$ cat src/rtl/pwr_seq_pkg.sv
`timescale 1ns/1ps
package pwr_seq_pkg;

  typedef enum logic [2:0] {
    ST_OFF,
    ST_SLOT0,
    ST_UP_WAIT,
    ST_UP_DLY,
    ST_RST_WAIT,
    ST_ON,
    ST_DOWN,
    ST_FAULT
  } seq_state_e;

  localparam int TICK_W = 16;

  // Delay code to 25 us ticks.
  function automatic logic [TICK_W-1:0] code_to_ticks(input logic [3:0] code);
    logic [TICK_W-1:0] t;
    case (code)
      4'd0:    t = 16'd1;
      4'd1:    t = 16'd20;
      4'd2:    t = 16'd40;
      4'd3:    t = 16'd80;
      4'd4:    t = 16'd120;
      4'd5:    t = 16'd160;
      4'd6:    t = 16'd240;
      4'd7:    t = 16'd320;
      4'd8:    t = 16'd400;
      4'd9:    t = 16'd480;
      4'd10:   t = 16'd1000;
      4'd11:   t = 16'd4000;
      4'd12:   t = 16'd8000;
      4'd13:   t = 16'd16000;
      4'd14:   t = 16'd32000;
      default: t = 16'd64000;
    endcase
    return t;
  endfunction

endpackage

$ cat src/rtl/pwr_seq_timer.sv
`timescale 1ns/1ps
module pwr_seq_timer #(
  parameter int CNT_W = 16
) (
  input  logic             clk,
  input  logic             rst_n,
  input  logic             clr,
  input  logic             tick,
  input  logic [CNT_W-1:0] limit,
  output logic             expire
);

  logic [CNT_W-1:0] cnt_q;

  always_ff @(posedge clk or negedge rst_n) begin
    if (!rst_n)                       cnt_q <= '0;
    else if (clr)                     cnt_q <= '0;
    else if (tick && (cnt_q != '1))   cnt_q <= cnt_q + CNT_W'(1);
  end

  // Fires on the tick that completes `limit` ticks since the last clear.
  assign expire = tick && (cnt_q == (limit - CNT_W'(1)));

endmodule

$ cat src/rtl/pwr_seq_chan_map.sv
`timescale 1ns/1ps
module pwr_seq_chan_map #(
  parameter int NUM_CH = 12,
  parameter int SLOT_W = 4
) (
  input  logic [NUM_CH*SLOT_W-1:0] ch_slot,
  input  logic [NUM_CH-1:0]        mon_only,
  input  logic [NUM_CH-1:0]        crit_en,
  input  logic [NUM_CH-1:0]        uv_ok,
  input  logic [SLOT_W-1:0]        lvl,
  input  logic [SLOT_W-1:0]        cur,
  input  logic                     cur_passed,
  input  logic                     done_phase,
  output logic [NUM_CH-1:0]        ch_en,
  output logic                     slot_ok,
  output logic                     seq_flt,
  output logic                     crit_flt
);

  logic [NUM_CH-1:0] assigned_v;
  logic [NUM_CH-1:0] wait_v;
  logic [NUM_CH-1:0] passed_v;

  for (genvar i = 0; i < NUM_CH; i++) begin : g_ch
    logic [SLOT_W-1:0] s;
    assign s             = ch_slot[i*SLOT_W +: SLOT_W];
    assign assigned_v[i] = (s != '0);
    assign ch_en[i]      = assigned_v[i] && (s <= lvl);
    assign wait_v[i]     = assigned_v[i] && !mon_only[i] && (s == cur);
    assign passed_v[i]   = assigned_v[i] && !mon_only[i] &&
                           ((s < cur) || (cur_passed && (s == cur)));
  end

  assign slot_ok  = &(~wait_v | uv_ok);
  assign seq_flt  = |(passed_v & ~uv_ok);
  assign crit_flt = done_phase && |(assigned_v & crit_en & ~uv_ok);

endmodule

$ cat src/rtl/pwr_seq_ctrl.sv
`timescale 1ns/1ps
module pwr_seq_ctrl
  import pwr_seq_pkg::*;
#(
  parameter int NUM_CH    = 12,
  parameter int NUM_SLOTS = 13,
  parameter int CNT_W     = 16,
  parameter int CODE_W    = 4,
  parameter int SLOT_W    = $clog2(NUM_SLOTS)
) (
  input  logic                      clk,
  input  logic                      rst_n,
  input  logic                      tick_i,
  input  logic                      en_level_i,
  input  logic                      sw_en_i,
  input  logic                      rev_mode_i,
  input  logic [CNT_W-1:0]          flt_limit_i,
  input  logic [CNT_W-1:0]          rst_hold_i,
  input  logic [NUM_SLOTS*CODE_W-1:0] slot_code_i,
  input  logic [NUM_CH*SLOT_W-1:0]  ch_slot_i,
  input  logic [NUM_CH-1:0]         mon_only_i,
  input  logic [NUM_CH-1:0]         crit_en_i,
  input  logic [NUM_CH-1:0]         uv_ok_i,
  output logic [NUM_CH-1:0]         ch_en_o,
  output logic                      rst_n_o,
  output logic                      fault_o
);

  localparam logic [SLOT_W-1:0] LAST = SLOT_W'(NUM_SLOTS - 1);
  localparam logic [SLOT_W-1:0] ONE  = SLOT_W'(1);
  localparam logic [SLOT_W-1:0] TWO  = SLOT_W'(2);

  seq_state_e        state_q, state_d;
  logic [SLOT_W-1:0] cur_q, cur_d;
  logic [SLOT_W-1:0] lvl_q, lvl_d;
  logic              fault_q, fault_d;

  // Named events, also used by the checker.
  logic run_req;
  logic ev_timeout, ev_seq_flt, ev_crit, ev_fault;
  logic restart;

  logic slot_ok, seq_flt, crit_flt;
  logic dly_expire, ft_expire;
  logic [CODE_W-1:0] cur_code;
  logic [CNT_W-1:0]  dly_limit;
  logic in_up, done_phase;

  assign run_req    = en_level_i && sw_en_i;
  assign in_up      = (state_q == ST_UP_WAIT) || (state_q == ST_UP_DLY);
  assign done_phase = (state_q == ST_RST_WAIT) || (state_q == ST_ON);
  assign cur_code   = slot_code_i[cur_q*CODE_W +: CODE_W];
  assign dly_limit  = (state_q == ST_RST_WAIT) ? rst_hold_i
                                               : CNT_W'(code_to_ticks(cur_code));

  pwr_seq_chan_map #(
    .NUM_CH (NUM_CH),
    .SLOT_W (SLOT_W)
  ) u_map (
    .ch_slot    (ch_slot_i),
    .mon_only   (mon_only_i),
    .crit_en    (crit_en_i),
    .uv_ok      (uv_ok_i),
    .lvl        (lvl_q),
    .cur        (cur_q),
    .cur_passed (state_q == ST_UP_DLY),
    .done_phase (done_phase),
    .ch_en      (ch_en_o),
    .slot_ok    (slot_ok),
    .seq_flt    (seq_flt),
    .crit_flt   (crit_flt)
  );

  pwr_seq_timer #(.CNT_W(CNT_W)) u_dly (
    .clk    (clk),
    .rst_n  (rst_n),
    .clr    (restart),
    .tick   (tick_i),
    .limit  (dly_limit),
    .expire (dly_expire)
  );

  pwr_seq_timer #(.CNT_W(CNT_W)) u_flt (
    .clk    (clk),
    .rst_n  (rst_n),
    .clr    (restart),
    .tick   (tick_i),
    .limit  (flt_limit_i),
    .expire (ft_expire)
  );

  assign ev_timeout = (state_q == ST_UP_WAIT) && ft_expire && !slot_ok;
  assign ev_seq_flt = in_up && seq_flt;
  assign ev_crit    = crit_flt;
  assign ev_fault   = ev_timeout || ev_seq_flt || ev_crit;

  always_comb begin
    state_d = state_q;
    cur_d   = cur_q;
    lvl_d   = lvl_q;
    fault_d = fault_q;
    case (state_q)
      ST_OFF: begin
        if (run_req) begin
          state_d = ST_SLOT0;
          cur_d   = '0;
        end
      end
      ST_SLOT0: begin
        if (!run_req) begin
          state_d = ST_OFF;
        end else if (dly_expire) begin
          state_d = ST_UP_WAIT;
          cur_d   = ONE;
          lvl_d   = ONE;
        end
      end
      ST_UP_WAIT, ST_UP_DLY: begin
        if (ev_fault) begin
          state_d = ST_FAULT;
          lvl_d   = '0;
          fault_d = 1'b1;
        end else if (!run_req) begin
          state_d = ST_OFF;
          lvl_d   = '0;
        end else if (state_q == ST_UP_WAIT) begin
          if (slot_ok) state_d = ST_UP_DLY;
        end else if (dly_expire) begin
          if (cur_q == LAST) begin
            state_d = ST_RST_WAIT;
          end else begin
            state_d = ST_UP_WAIT;
            cur_d   = cur_q + ONE;
            lvl_d   = cur_q + ONE;
          end
        end
      end
      ST_RST_WAIT, ST_ON: begin
        if (ev_fault) begin
          state_d = ST_FAULT;
          lvl_d   = '0;
          fault_d = 1'b1;
        end else if (!run_req) begin
          if (rev_mode_i) begin
            state_d = ST_DOWN;
            cur_d   = LAST;
            lvl_d   = LAST - ONE;
          end else begin
            state_d = ST_OFF;
            lvl_d   = '0;
          end
        end else if ((state_q == ST_RST_WAIT) && dly_expire) begin
          state_d = ST_ON;
        end
      end
      ST_DOWN: begin
        if (dly_expire) begin
          if (cur_q <= TWO) begin
            state_d = ST_OFF;
            cur_d   = '0;
            lvl_d   = '0;
          end else begin
            cur_d = cur_q - ONE;
            lvl_d = cur_q - TWO;
          end
        end
      end
      ST_FAULT: begin
        if (!run_req) begin
          state_d = ST_OFF;
          fault_d = 1'b0;
        end
      end
      default: begin
        state_d = ST_OFF;
        lvl_d   = '0;
      end
    endcase
  end

  assign restart = (state_d != state_q) || (cur_d != cur_q);

  always_ff @(posedge clk or negedge rst_n) begin
    if (!rst_n) begin
      state_q <= ST_OFF;
      cur_q   <= '0;
      lvl_q   <= '0;
      fault_q <= 1'b0;
    end else begin
      state_q <= state_d;
      cur_q   <= cur_d;
      lvl_q   <= lvl_d;
      fault_q <= fault_d;
    end
  end

  assign rst_n_o = (state_q == ST_ON);
  assign fault_o = fault_q;

endmodule

$ cat config.mk
export PLATFORM = sky130hd
export DESIGN_NAME = pwr_seq_ctrl
export DESIGN_NICKNAME = d
export VERILOG_FILES = /design/src/rtl/pwr_seq_pkg.sv /design/src/rtl/pwr_seq_timer.sv /design/src/rtl/pwr_seq_chan_map.sv /design/src/rtl/pwr_seq_ctrl.sv
export SDC_FILE = /design/constraint.sdc
export NUM_CORES = 1
export LEC_CHECK = 0
export BUFFER_PORTS_ARGS = -buffer_cell sky130_fd_sc_hd__buf_4
export CAP_MARGIN = 20
export CORE_MARGIN = 2
export CORE_UTILIZATION = 60
export CTS_BUF_LIST = sky130_fd_sc_hd__clkbuf_8
export DETAILED_ROUTE_END_ITERATION = 16
export PLACE_DENSITY_LB_ADDON = 0.08
export SYNTH_ARGS = -nofsm -noshare
export SYNTH_HDL_FRONTEND = slang
export SYNTH_SLANG_ARGS = --single-unit
export TNS_END_PERCENT = 50
$ cat constraint.sdc
create_clock -name clk -period 15.45 [get_ports clk]
set_input_delay 3.09 -clock clk [delete_from_list [all_inputs] [get_ports clk]]
set_output_delay 3.09 -clock clk [all_outputs]
set_load 0.02 [all_outputs]
==> results.tsv <==
stage	metric	value	unit
clock_tree	path_clk_slew	80	ps
routing	num_vias	8442	
timing	tns	0	ps
timing	timing.fmax	122	MHz
place	dp_slack	6990	ps
power	seqPwrFrac	0.121	
grt	antenna_found_initial	0	
routing	ant_nets	0	
floorplan	die_w	118	um
routing	vias_per_cell	6.36	
power	p_leak	4.04	nW
floorplan	initial_core_util	0.617	
logic_synthesis	synth_cell_types	92	
clock_tree	cts_tree	built	
grt	grt_pass1_vias	8159	
logic_synthesis	synth-main-ff-cell	dfrtp_1	
setup_path	crit_required	15620	ps
timing	setup_violations	0	
setup_path	critPathLaunchType	input pin	
setup_path	cpMaxStageDelayCell	or4_1	
power	comb_power_share	0.810	
power	intPower	0.686	mW
layout	fillCellCount	1033	
flow_run	cap_violations	0	
setup_path	r2r_cells	17	
timing	post-route-min-period	8220	ps
logic_synthesis	async_reset_ff_frac	1.00	
floorplan	core_area	12700	um2
layout	antenna_cells	0	
place	port_buffers	187	
layout	drive_gt1_frac	0.230	
setup_path	crit_fanout	32	
logic_synthesis	netlist_area	7820	um2
power	switchingPower	0.831	mW
grt	grt_pass1_wl	38.4	mm
clock_tree	cts_buffers	5	
timing	fin_crit_sh	0.532	
clock_tree	clock-sinks	44	
grt	grt-ovfl-total	0	
floorplan	rows	41	
clock_tree	htree_levels	2	
power	p_clk_frac	0.069	
setup_path	crit_chain	buf_4, mux4_2, o211a_2, nor2_4, inv_1, ha_1, and3_1, a311o_1, or4_1, nor4_1, mux2i_1, nand4_1, nor2_2, a22oi_2, o2111ai_4, buf_4, nor2_1	
clock_tree	clockBufferDepth	2	
layout	area_growth_syn_to_layout	20.4	%
power	p_total	1.52	mW
setup_path	max_stage_delay	710	ps
timing	clock_skew	7.25	ps
setup_path	cp-end-kind	flop	
logic_synthesis	ys_seq_area_frac	0.141	
setup_path	path_class	input pin to flop	
clock_tree	hold_buffers	0	
timing	rsz0062_at_grt	no	
timing	layout_setup_ws	7230	ps
floorplan	io_pins	188	
clock_tree	insertion_delay	300	ps
timing	worstMarginPinSlew	862	ps
routing	wl	23.4	mm
place	hpwl	18.6	mm
timing	hold_violations	0	
power	swShare	0.548	
clock_tree	cts_resized	0	
power	power_density	161	nW/um2
worst_hold_path	hold_class	flop to flop	
place	gp_congestion	0.993	
logic_synthesis	synth_edf_count	0	
setup_path	cp_common_cell	buf_4	
worst_hold_path	min_delay_path_depth	2	
layout	fin_nets	1442	
routing	routedWlPerCell	17.6	um
setup_path	arrival	8390	ps
logic_synthesis	yosysWarnings	0	
clock_tree	cts-root-buf	clkbuf_8	
clock_tree	cts_setup_buffers	0	
power	irDropWorstVdd	0.178	mV
place	placed_cell_area	9290	um2
status	status	complete, no violations	
timing	report.final.slew_viol_count	0	
logic_synthesis	synthesis.nets	1276	
routing	firstDrtPassIters	5	
layout	final_cell_area	9420	um2
grt	grt_max_degree	45	
grt	grt_usage	0.329	
logic_synthesis	synth-seq-cells	44	
floorplan	die_y	118	um
logic_synthesis	netlist_instances	989	
floorplan	dieArea	14000	um2
timing	slew_headroom	0.425	
routing	drcViolationCount	0	
logic_synthesis	avgSynthCellArea	7.91	um2
routing	initialDrtViolationCount	628	
cell usage in the layout (no fill, tap or decap), types with 25 or more instances in the layout:
master	count
xor2_1	28
nor2_2	31
dfrtp_1	44
nand2b_1	25
ha_1	113
o21ai_0	58
a21oi_1	41
nor4_1	36
nand3_1	34
xnor2_1	38
inv_1	33
nor2_1	88
buf_4	192
nand2_1	72
nor2b_1	27
per-stage QoR:
| stage | std cells | util | hold slack (ps) |
|---|---|---|---|
| 2_1_floorplan | 989 | - | 479 |
| 3_3_place_gp | 1320 | 0.733 | 489 |
| 3_5_place_dp | 1320 | 0.733 | 501 |
| 4_1_cts | 1327 | 0.743 | 522 |
| 5_1_grt | 1327 | 0.743 | 539 |
| 6_report | 1327 | 0.743 | 518 |
critical path, delay by kind of cell:
kind / cells / cell delay (ps)
AND/OR/NAND/NOR: 7 / 2410
multiplexers: 2 / 760
buffers and inverters: 3 / 740
adder cells (fa/ha/maj): 1 / 290
AO/OA/AOI/OAI: 4 / 1070
power groups by stage:
stage | Sequential (mW) | Clock [mW] | Combinational (mW)
after global routing | 0.187 | 0.110 | 1.36
after CTS | 0.181 | 0.106 | 1.21
after detailed placement | 0.184 | 0 | 1.20
after floorplan | 0.150 | 0 | 0.962
final | 0.183 | 0.105 | 1.23
after global placement | 0.183 | 0 | 1.18
synth_stat cells, drive strengths merged (13+ instances only):
cell | n | share of area
clkbuf | 19 | 0.0096
nor2b | 27 | 0.022
nor4 | 37 | 0.030
nand4 | 24 | 0.020
and3 | 16 | 0.013
dfrtp | 44 | 0.14
nor2 | 120 | 0.068
ha | 113 | 0.18
a21oi | 42 | 0.027
nand3 | 34 | 0.022
inv | 33 | 0.016
nand2b | 25 | 0.020
a41oi | 13 | 0.015
buf | 14 | 0.015
o21ai | 58 | 0.037
mux2i | 21 | 0.027
nor3 | 21 | 0.013
xor2 | 28 | 0.031
nand2 | 72 | 0.035
xnor2 | 38 | 0.043
area by class of cell:
class	count	area, um2	area share
Multi-Input combinational cell	878	6400	0.680
Timing Repair Buffer	192	1440	0.153
Sequential cell	44	1100	0.117
Tap cell	172	215	0.0229
Inverter	34	128	0.0136
Clock buffer	5	68.8	0.00731
Clock inverter	2	60.1	0.00638
path summary, 6_finish.rpt:
| check | start | to | slack (ps) |
|---|---|---|---|
| max | slot_code_i[42] | u_dly.cnt_q[9] | 7230 |
| min | fault_o | fault_o | 520 |
| max reg2reg | cur_q[3] | u_dly.cnt_q[9] | 9120 |
| min reg2reg | fault_o | fault_o | 520 |
| max in group asynchronous | rst_n | u_dly.cnt_q[6] | 12230 |
| min in group asynchronous | rst_n | lvl_q[0] | 2780 |
kinds of logic after synthesis:
family                     Yosys count  synth area share
buffers and inverters               67            0.0408
adders and majority gates          113             0.181
muxes                               37            0.0571
AOI/OAI and AO/OA                  224             0.202
xor gates and xnor gates            67            0.0768
and+or+nand+nor                    437             0.302
DFF                                 44             0.141
sequential cells by signal, summed over array words and instances, names as in the netlist:
register	flops
u_dly.cnt_q	16
u_flt.cnt_q	16
cur_q	4
state_q	3
fault_o	1
lvl_q	4
metal layers:
metal | track usage | part of all wire | vias up
met3 | 0.0483 | 0.066 | 62
met5 | 0 | 0 | -
met1 | 0.426 | 0.42 | 3924
met4 | 0.132 | 0.037 | 0
met2 | 0.548 | 0.47 | 374
li1 | - | - | 4082
(Power assumes the default switching activity.)
